File: src/rtl/arb_pkg.sv
package arb_pkg;

  // Arbiter sequencing states
  typedef enum logic [1:0] {
    ARB_IDLE  = 2'd0,  // no grant, waiting for a free bus and a request
    ARB_OFFER = 2'd1,  // grant driven, waiting for the winner to take the bus
    ARB_OWNED = 2'd2   // bus taken, waiting for busy to drop
  } arb_state_e;

endpackage

File: src/rtl/arb_rst_sync.sv
module arb_rst_sync (
  input  logic clk,
  input  logic rst_n,
  output logic rst_n_sync
);

  logic [1:0] sync_q;

  always_ff @(posedge clk or negedge rst_n) begin
    if (!rst_n) begin
      sync_q <= 2'b00;
    end else begin
      sync_q <= {sync_q[0], 1'b1};
    end
  end

  assign rst_n_sync = sync_q[1];

endmodule

File: src/rtl/arb_chain_slot.sv
module arb_chain_slot (
  input  logic grant_in,
  input  logic req,
  output logic grant_out,
  output logic granted
);

  // A requesting slot absorbs the grant; an idle slot forwards it.
  always_comb begin
    granted   = grant_in & req;
    grant_out = grant_in & ~req;
  end

endmodule

File: src/rtl/arb_level_chain.sv
module arb_level_chain #(
  parameter int SLOTS = 4
) (
  input  logic             clk,
  input  logic             rst_n,
  input  logic             grant_in,
  input  logic [SLOTS-1:0] req,
  output logic             any_req,
  output logic [SLOTS-1:0] granted,
  output logic             unclaimed
);

  logic [SLOTS:0] gnt_ripple;

  assign gnt_ripple[0] = grant_in;

  genvar s;
  generate
    for (s = 0; s < SLOTS; s++) begin : g_slot
      arb_chain_slot u_slot (
        .grant_in  (gnt_ripple[s]),
        .req       (req[s]),
        .grant_out (gnt_ripple[s+1]),
        .granted   (granted[s])
      );
    end
  endgenerate

  assign any_req   = |req;
  assign unclaimed = gnt_ripple[SLOTS];


  chain_single_owner_chk: assert property (@(posedge clk) disable iff (!rst_n)
    $onehot0(granted));


  chain_taken_when_req_chk: assert property (@(posedge clk) disable iff (!rst_n)
    (grant_in && any_req) |-> (!unclaimed && (granted != '0)));

endmodule

File: src/rtl/arb_ctrl.sv
module arb_ctrl
  import arb_pkg::*;
#(
  parameter int NUM_LEVELS = 4
) (
  input  logic                  clk,
  input  logic                  rst_n,
  input  logic [NUM_LEVELS-1:0] level_req,
  input  logic                  bus_busy,
  output logic [NUM_LEVELS-1:0] level_grant
);

  arb_state_e            state_q, state_d;
  logic [NUM_LEVELS-1:0] grant_q, grant_d;
  logic                  grant_load;
  logic                  state_load;
  logic [NUM_LEVELS-1:0] top_pick;

  // Highest-numbered requesting level
  always_comb begin
    top_pick = '0;
    for (int i = 0; i < NUM_LEVELS; i++) begin
      if (level_req[i]) begin
        top_pick    = '0;
        top_pick[i] = 1'b1;
      end
    end
  end

  // Next-state logic
  always_comb begin
    state_d    = state_q;
    grant_d    = grant_q;
    grant_load = 1'b0;
    unique case (state_q)
      ARB_IDLE: begin
        if (!bus_busy && (level_req != '0)) begin
          state_d    = ARB_OFFER;
          grant_d    = top_pick;
          grant_load = 1'b1;
        end
      end
      ARB_OFFER: begin
        if (bus_busy) begin
          state_d    = ARB_OWNED;
          grant_d    = '0;
          grant_load = 1'b1;
        end else if ((level_req & grant_q) == '0) begin
          state_d    = ARB_IDLE;
          grant_d    = '0;
          grant_load = 1'b1;
        end
      end
      ARB_OWNED: begin
        if (!bus_busy) begin
          state_d = ARB_IDLE;
        end
      end
      default: begin
        state_d    = ARB_IDLE;
        grant_d    = '0;
        grant_load = 1'b1;
      end
    endcase
  end

  assign state_load = (state_d != state_q);

  // Registers with explicit enables
  always_ff @(posedge clk or negedge rst_n) begin
    if (!rst_n) begin
      state_q <= ARB_IDLE;
    end else if (state_load) begin
      state_q <= state_d;
    end
  end

  always_ff @(posedge clk or negedge rst_n) begin
    if (!rst_n) begin
      grant_q <= '0;
    end else if (grant_load) begin
      grant_q <= grant_d;
    end
  end

  assign level_grant = grant_q;


  grant_onehot_chk: assert property (@(posedge clk) disable iff (!rst_n)
    $onehot0(grant_q));


  grant_top_level_chk: assert property (@(posedge clk) disable iff (!rst_n)
    $rose(|grant_q) |-> (($past(level_req) & ~(grant_q | (grant_q - 1'b1))) == '0));


  no_grant_on_busy_chk: assert property (@(posedge clk) disable iff (!rst_n)
    $rose(|grant_q) |-> !$past(bus_busy));


  grant_drop_on_busy_chk: assert property (@(posedge clk) disable iff (!rst_n)
    ((grant_q != '0) && bus_busy) |=> (grant_q == '0));


  grant_hold_chk: assert property (@(posedge clk) disable iff (!rst_n)
    ((grant_q != '0) && !bus_busy && ((level_req & grant_q) != '0)) |=> $stable(grant_q));


  grant_withdraw_chk: assert property (@(posedge clk) disable iff (!rst_n)
    ((grant_q != '0) && !bus_busy && ((level_req & grant_q) == '0)) |=> (grant_q == '0));

endmodule

File: src/rtl/prio_chain_arbiter.sv
module prio_chain_arbiter #(
  parameter int NUM_LEVELS      = 4,
  parameter int SLOTS_PER_LEVEL = 4,
  localparam int NDEV           = NUM_LEVELS * SLOTS_PER_LEVEL
) (
  input  logic                  clk,
  input  logic                  rst_n,
  input  logic [NDEV-1:0]       dev_req,
  input  logic                  bus_busy,
  output logic [NDEV-1:0]       dev_granted,
  output logic [NUM_LEVELS-1:0] level_req,
  output logic [NUM_LEVELS-1:0] level_grant,
  output logic [NUM_LEVELS-1:0] level_unclaimed
);

  logic rst_n_sync;

  arb_rst_sync u_rst_sync (
    .clk        (clk),
    .rst_n      (rst_n),
    .rst_n_sync (rst_n_sync)
  );

  arb_ctrl #(
    .NUM_LEVELS (NUM_LEVELS)
  ) u_ctrl (
    .clk         (clk),
    .rst_n       (rst_n_sync),
    .level_req   (level_req),
    .bus_busy    (bus_busy),
    .level_grant (level_grant)
  );

  genvar l;
  generate
    for (l = 0; l < NUM_LEVELS; l++) begin : g_level
      arb_level_chain #(
        .SLOTS (SLOTS_PER_LEVEL)
      ) u_chain (
        .clk       (clk),
        .rst_n     (rst_n_sync),
        .grant_in  (level_grant[l]),
        .req       (dev_req[l*SLOTS_PER_LEVEL +: SLOTS_PER_LEVEL]),
        .any_req   (level_req[l]),
        .granted   (dev_granted[l*SLOTS_PER_LEVEL +: SLOTS_PER_LEVEL]),
        .unclaimed (level_unclaimed[l])
      );
    end
  endgenerate


  reset_quiet_chk: assert property (@(posedge clk)
    !rst_n_sync |-> ((dev_granted == '0) && (level_unclaimed == '0)));

endmodule

File: config.mk
export PLATFORM = sky130hd
export DESIGN_NAME = prio_chain_arbiter
export DESIGN_NICKNAME = d
export VERILOG_FILES = /design/src/rtl/arb_pkg.sv /design/src/rtl/arb_rst_sync.sv /design/src/rtl/arb_chain_slot.sv /design/src/rtl/arb_level_chain.sv /design/src/rtl/arb_ctrl.sv /design/src/rtl/prio_chain_arbiter.sv
export SDC_FILE = /design/constraint.sdc
export NUM_CORES = 1
export LEC_CHECK = 0
export ABC_AREA = 1
export BUFFER_PORTS_ARGS = -buffer_cell sky130_fd_sc_hd__buf_2
export CELL_PAD_IN_SITES_DETAIL_PLACEMENT = 0
export CELL_PAD_IN_SITES_GLOBAL_PLACEMENT = 1
export CORE_AREA = 2 2 56 58
export CTS_BUF_LIST = sky130_fd_sc_hd__clkbuf_8 sky130_fd_sc_hd__clkbuf_16
export DETAILED_ROUTE_END_ITERATION = 16
export DIE_AREA = 0 0 58 60
export PLACE_DENSITY = 0.83
export SKIP_CTS_REPAIR_TIMING = 1
export SLEW_MARGIN = 30
export SYNTH_ARGS = -nofsm -noshare
export SYNTH_HDL_FRONTEND = slang
export SYNTH_SLANG_ARGS = --single-unit
File: constraint.sdc
create_clock -name clk -period 3.1 [get_ports clk]
set_clock_uncertainty 0.15 [all_clocks]
set_input_delay 0.155 -clock clk [delete_from_list [all_inputs] [get_ports clk]]
set_output_delay 0.155 -clock clk [all_outputs]
set_load 0.01 [all_outputs]
==> results_tabular.tex <==
\begin{tabular}{lr}
\hline
Metric & Value \\
\hline
\multicolumn{2}{l}{\textbf{Hold path}} \\
\quad Start point of the worst min-delay path & bus\_busy \\
\quad Hold Path Stages & 3 \\
\quad Class of the most critical hold timing path & input port to flip-flop \\
\quad Endpoint of the worst hold-timing path & u\_ctrl.state\_q[1] \\
\multicolumn{2}{l}{\textbf{Routing}} \\
\quad Antenna-violating nets left & 0 \\
\quad Detailed Route Iter0 Violations & 13 \\
\quad Routed wire per std cell & 8.46 um \\
\quad DRC & 0 \\
\quad Overall via count from detail\_route & 774 \\
\quad First-pass DRT Iterations & 3 \\
\quad Average vias per placed instance & 4.05 \\
\quad WL final & 1620 um \\
\multicolumn{2}{l}{\textbf{CTS}} \\
\quad TritonCTS Sinks & 8 \\
\quad Clock-pin slew reported for the worst setup and hold paths after clock tree synthesis & 40 ps \\
\quad Root Buffer & sky130\_fd\_sc\_hd\_\_clkbuf\_8 \\
\quad Number of buffers inserted during clock tree synthesis & 3 \\
\quad Source-to-sink clock delay at the later pin of the worst-skew pair & 220 ps \\
\quad Maximum count of clock buffers along a single path & 2 \\
\quad CTS tree & yes \\
\quad H-tree depth reported by CTS & 1 \\
\multicolumn{2}{l}{\textbf{Critical path}} \\
\quad Beginning of the worst register-to-register path & u\_ctrl.level\_grant[0] \\
\quad Number of buffer and inverter stages on the critical path & 2 \\
\quad CP Class & flip-flop to output pin \\
\quad Cell type group with the largest total delay on the critical path & flip-flops \\
\quad Worst stage delay on the critical path & 400 ps \\
\quad Register-to-register setup slack & 1780 ps \\
\quad Critical Path End Type & output pin \\
\quad Kind of start point of the critical path & flip-flop \\
\quad Slowest cell on crit path & sky130\_fd\_sc\_hd\_\_dfrtp\_1 \\
\quad Worst R2R End & u\_ctrl.level\_grant[3] \\
\quad Worst Path Max Fanout & 5 \\
\quad Required @ worst endpoint & 2790 ps \\
\quad Chain of cells forming the critical path & inv\_1 -> or2\_2 -> nor2\_1 -> buf\_2 \\
\quad Arrival time of data at the critical path endpoint & 1220 ps \\
\quad Number of cells on the worst reg-to-reg path & 6 \\
\multicolumn{2}{l}{\textbf{Outcome}} \\
\quad Outcome & finished, final reports clean \\
\multicolumn{2}{l}{\textbf{Timing}} \\
\quad Period minus WS final & 1520 ps \\
\quad Fmax achieved & 656 MHz \\
\quad Period utilization & 49.2\% \\
\quad Max-slew violation count & 0 \\
\quad Final hold violation count & 0 \\
\quad Setup TNS & 0 ps \\
\quad Unrepaired setup endpoints after global routing & no \\
\quad Number of setup violations in the final report & 0 \\
\multicolumn{2}{l}{\textbf{Yosys}} \\
\quad Synth warnings & 0 \\
\quad Number of instances in the synthesized netlist & 135 \\
\quad Post-synthesis mux area share & 0\% \\
\quad Combinational family with the most area after synthesis & simple AND/OR/NAND/NOR gates \\
\quad Post-synthesis xor/xnor area fraction & 0\% \\
\quad Syn\_area\_per\_cell & 6.35 um\^{}2 \\
\quad Post-synth top area cell & sky130\_fd\_sc\_hd\_\_buf\_4 \\
\quad Area share of and/or/nand/nor cells after synthesis & 40.6\% \\
\quad Top post-synthesis cells by area & sky130\_fd\_sc\_hd\_\_buf\_4, sky130\_fd\_sc\_hd\_\_dfrtp\_1, sky130\_fd\_sc\_hd\_\_nand2\_1, sky130\_fd\_sc\_hd\_\_nor2\_1, sky130\_fd\_sc\_hd\_\_inv\_1 \\
\quad Flip-flop and latch count after synthesis & 8 \\
\quad Synth cell types & 18 \\
\quad Adder-cell area share of the yosys netlist & 0\% \\
\quad Total nets after synthesis & 154 \\
\quad Seq/Total Area, Yosys & 23.4\% \\
\quad Fraction of the mapped netlist area in compound gates & 3.65\% \\
\quad Yosys top cell area share & 24.5\% \\
\quad Post-synthesis cell area & 857 um\^{}2 \\
\multicolumn{2}{l}{\textbf{Die}} \\
\quad Num ports & 47 \\
\quad Area of the die & 0.00348 mm\^{}2 \\
\quad Die span in x & 58 um \\
\quad Height of the die & 60 um \\
\quad Starting utilization of the core area & 29.5\% \\
\quad Core ar. & 0.00290 mm\^{}2 \\
\quad Number of placement rows & 20 \\
\multicolumn{2}{l}{\textbf{Finish}} \\
\quad Area grow syn2layout & 14.3\% \\
\quad Layout cells sized above 1 & 41.1\% \\
\quad Antenna diode count & 0 \\
\quad Final-layout fill cell count & 315 \\
\quad NumNets Final & 179 \\
\multicolumn{2}{l}{\textbf{GRT}} \\
\quad Pin count of the biggest net entering global routing & 7 \\
\quad First-pass GRT wire length & 2350 um \\
\quad Via count of the first global-routing pass & 588 \\
\quad Initial antenna violation count & 0 \\
\quad Remaining global-route overflow & 0 \\
\quad Global routing usage summed across all routing layers & 9.04\% \\
\multicolumn{2}{l}{\textbf{Power}} \\
\quad Worst-case vdd ir drop & 0.188 mV \\
\quad Total power after layout & 0.000411 W \\
\quad Power per cell area & 419 mW/mm\^{}2 \\
\quad Leakage power figure & 0.597 nW \\
\multicolumn{2}{l}{\textbf{Placed design}} \\
\quad Hpwl dp & 1380 um \\
\quad Routability-driven placement congestion ratio & 0.764 \\
\quad Count of buffers from port buffering & 46 \\
\multicolumn{2}{l}{\textbf{Job}} \\
\quad Max-cap violation count & 0 \\
\hline
\end{tabular}
cells in the mapped netlist (all sizes together):
cell type,instances
a21oi,2
nand3,1
nand4,4
o21ai,2
nor2,29
conb,1
buf,28
dfrtp,8
nor3,1
nand2,38
nor3b,1
inv,17
or2,3
power by group:
part / switching, W / internal (W) / total [W]
Sequential: 0.0000154 / 0.000123 / 0.000138
Combinational: 0.0000942 / 0.0000575 / 0.000152
Clock: 0.0000368 / 0.0000837 / 0.000121
Total: 0.000146 / 0.000264 / 0.000411
area by class of cell:
| class | instances | area (um^2) | share of cell area, % |
|---|---|---|---|
| clock buffers | 3 | 41.3 | 4.21 |
| inverters | 17 | 63.8 | 6.51 |
| multi-input cells | 82 | 383 | 39.1 |
| flip-flops and latches | 8 | 200 | 20.4 |
| well taps | 33 | 41.3 | 4.21 |
| repair buffers | 48 | 250 | 25.5 |
registers in the layout (all words and copies together), names as in the netlist:
register / count
u_ctrl.level_grant: 4
u_rst_sync.sync_q: 2
u_ctrl.state_q: 2
routing by layer:
layer | vias up | global-route usage [%] | wire length, um
li1 | 423 | - | -
met1 | 328 | 10.7 | 698
met2 | 21 | 14.4 | 773
met3 | 2 | 3.68 | 126
met4 | 0 | 3.99 | 17
met5 | - | 0 | 0
kinds of logic after synthesis:
kind of cell,after synthesis
AOI/OAI and AO/OA,4
buffers and inverters,45
other,1
DFF,8
and+or+nand+nor,77
worst min-delay path, cell delays in order:
cell and delay, ps:
sky130_fd_sc_hd__buf_2 100, sky130_fd_sc_hd__inv_1 60, sky130_fd_sc_hd__a21oi_1 40
cells in the final DEF, fill, tap and decap left out:
| master | n |
|---|---|
| sky130_fd_sc_hd__or2_2 | 3 |
| sky130_fd_sc_hd__nand2_1 | 33 |
| sky130_fd_sc_hd__nor2_4 | 1 |
| sky130_fd_sc_hd__nor3b_1 | 1 |
| sky130_fd_sc_hd__conb_1 | 1 |
| sky130_fd_sc_hd__nand3_2 | 1 |
| sky130_fd_sc_hd__nor2_2 | 4 |
| sky130_fd_sc_hd__nor2_1 | 24 |
| sky130_fd_sc_hd__dlygate4sd3_1 | 2 |
| sky130_fd_sc_hd__buf_2 | 46 |
| sky130_fd_sc_hd__inv_2 | 1 |
| sky130_fd_sc_hd__nand4_1 | 4 |
| sky130_fd_sc_hd__dfrtp_1 | 8 |
| sky130_fd_sc_hd__inv_1 | 16 |
| sky130_fd_sc_hd__a21oi_1 | 2 |
| sky130_fd_sc_hd__nand2_2 | 5 |
| sky130_fd_sc_hd__clkbuf_8 | 3 |
| sky130_fd_sc_hd__o21ai_4 | 1 |
| sky130_fd_sc_hd__nor3_1 | 1 |
| sky130_fd_sc_hd__o21ai_1 | 1 |
how the worst max path moves through the flow:
stage | start | endpoint | depth (start not counted)
after global routing | u_ctrl.level_grant[3] | dev_granted[13] | 4
after floorplan | u_ctrl.level_grant[2] | dev_granted[10] | 4
after global placement | dev_req[9] | u_ctrl.level_grant[3] | 9
after detailed placement | dev_req[9] | u_ctrl.level_grant[2] | 9
final | u_ctrl.level_grant[1] | dev_granted[5] | 4
after CTS | u_ctrl.level_grant[1] | dev_granted[7] | 4
through the flow:
step                      instance area [um^2]  hold slack [ps]  cells  setup slack (ps)  util (%)
after global routing                       980             56.8    191              1480      33.8
after CTS                                  960             -448    189              1570      33.1
after floorplan                            857             -291    135              1890         -
final                                      980             30.5    191              1580      33.8
after global placement                     918             -207    186              1700      31.6
after detailed placement                   918             -208    186              1700      31.6
Note: power is estimated with default switching activity, not from simulation.
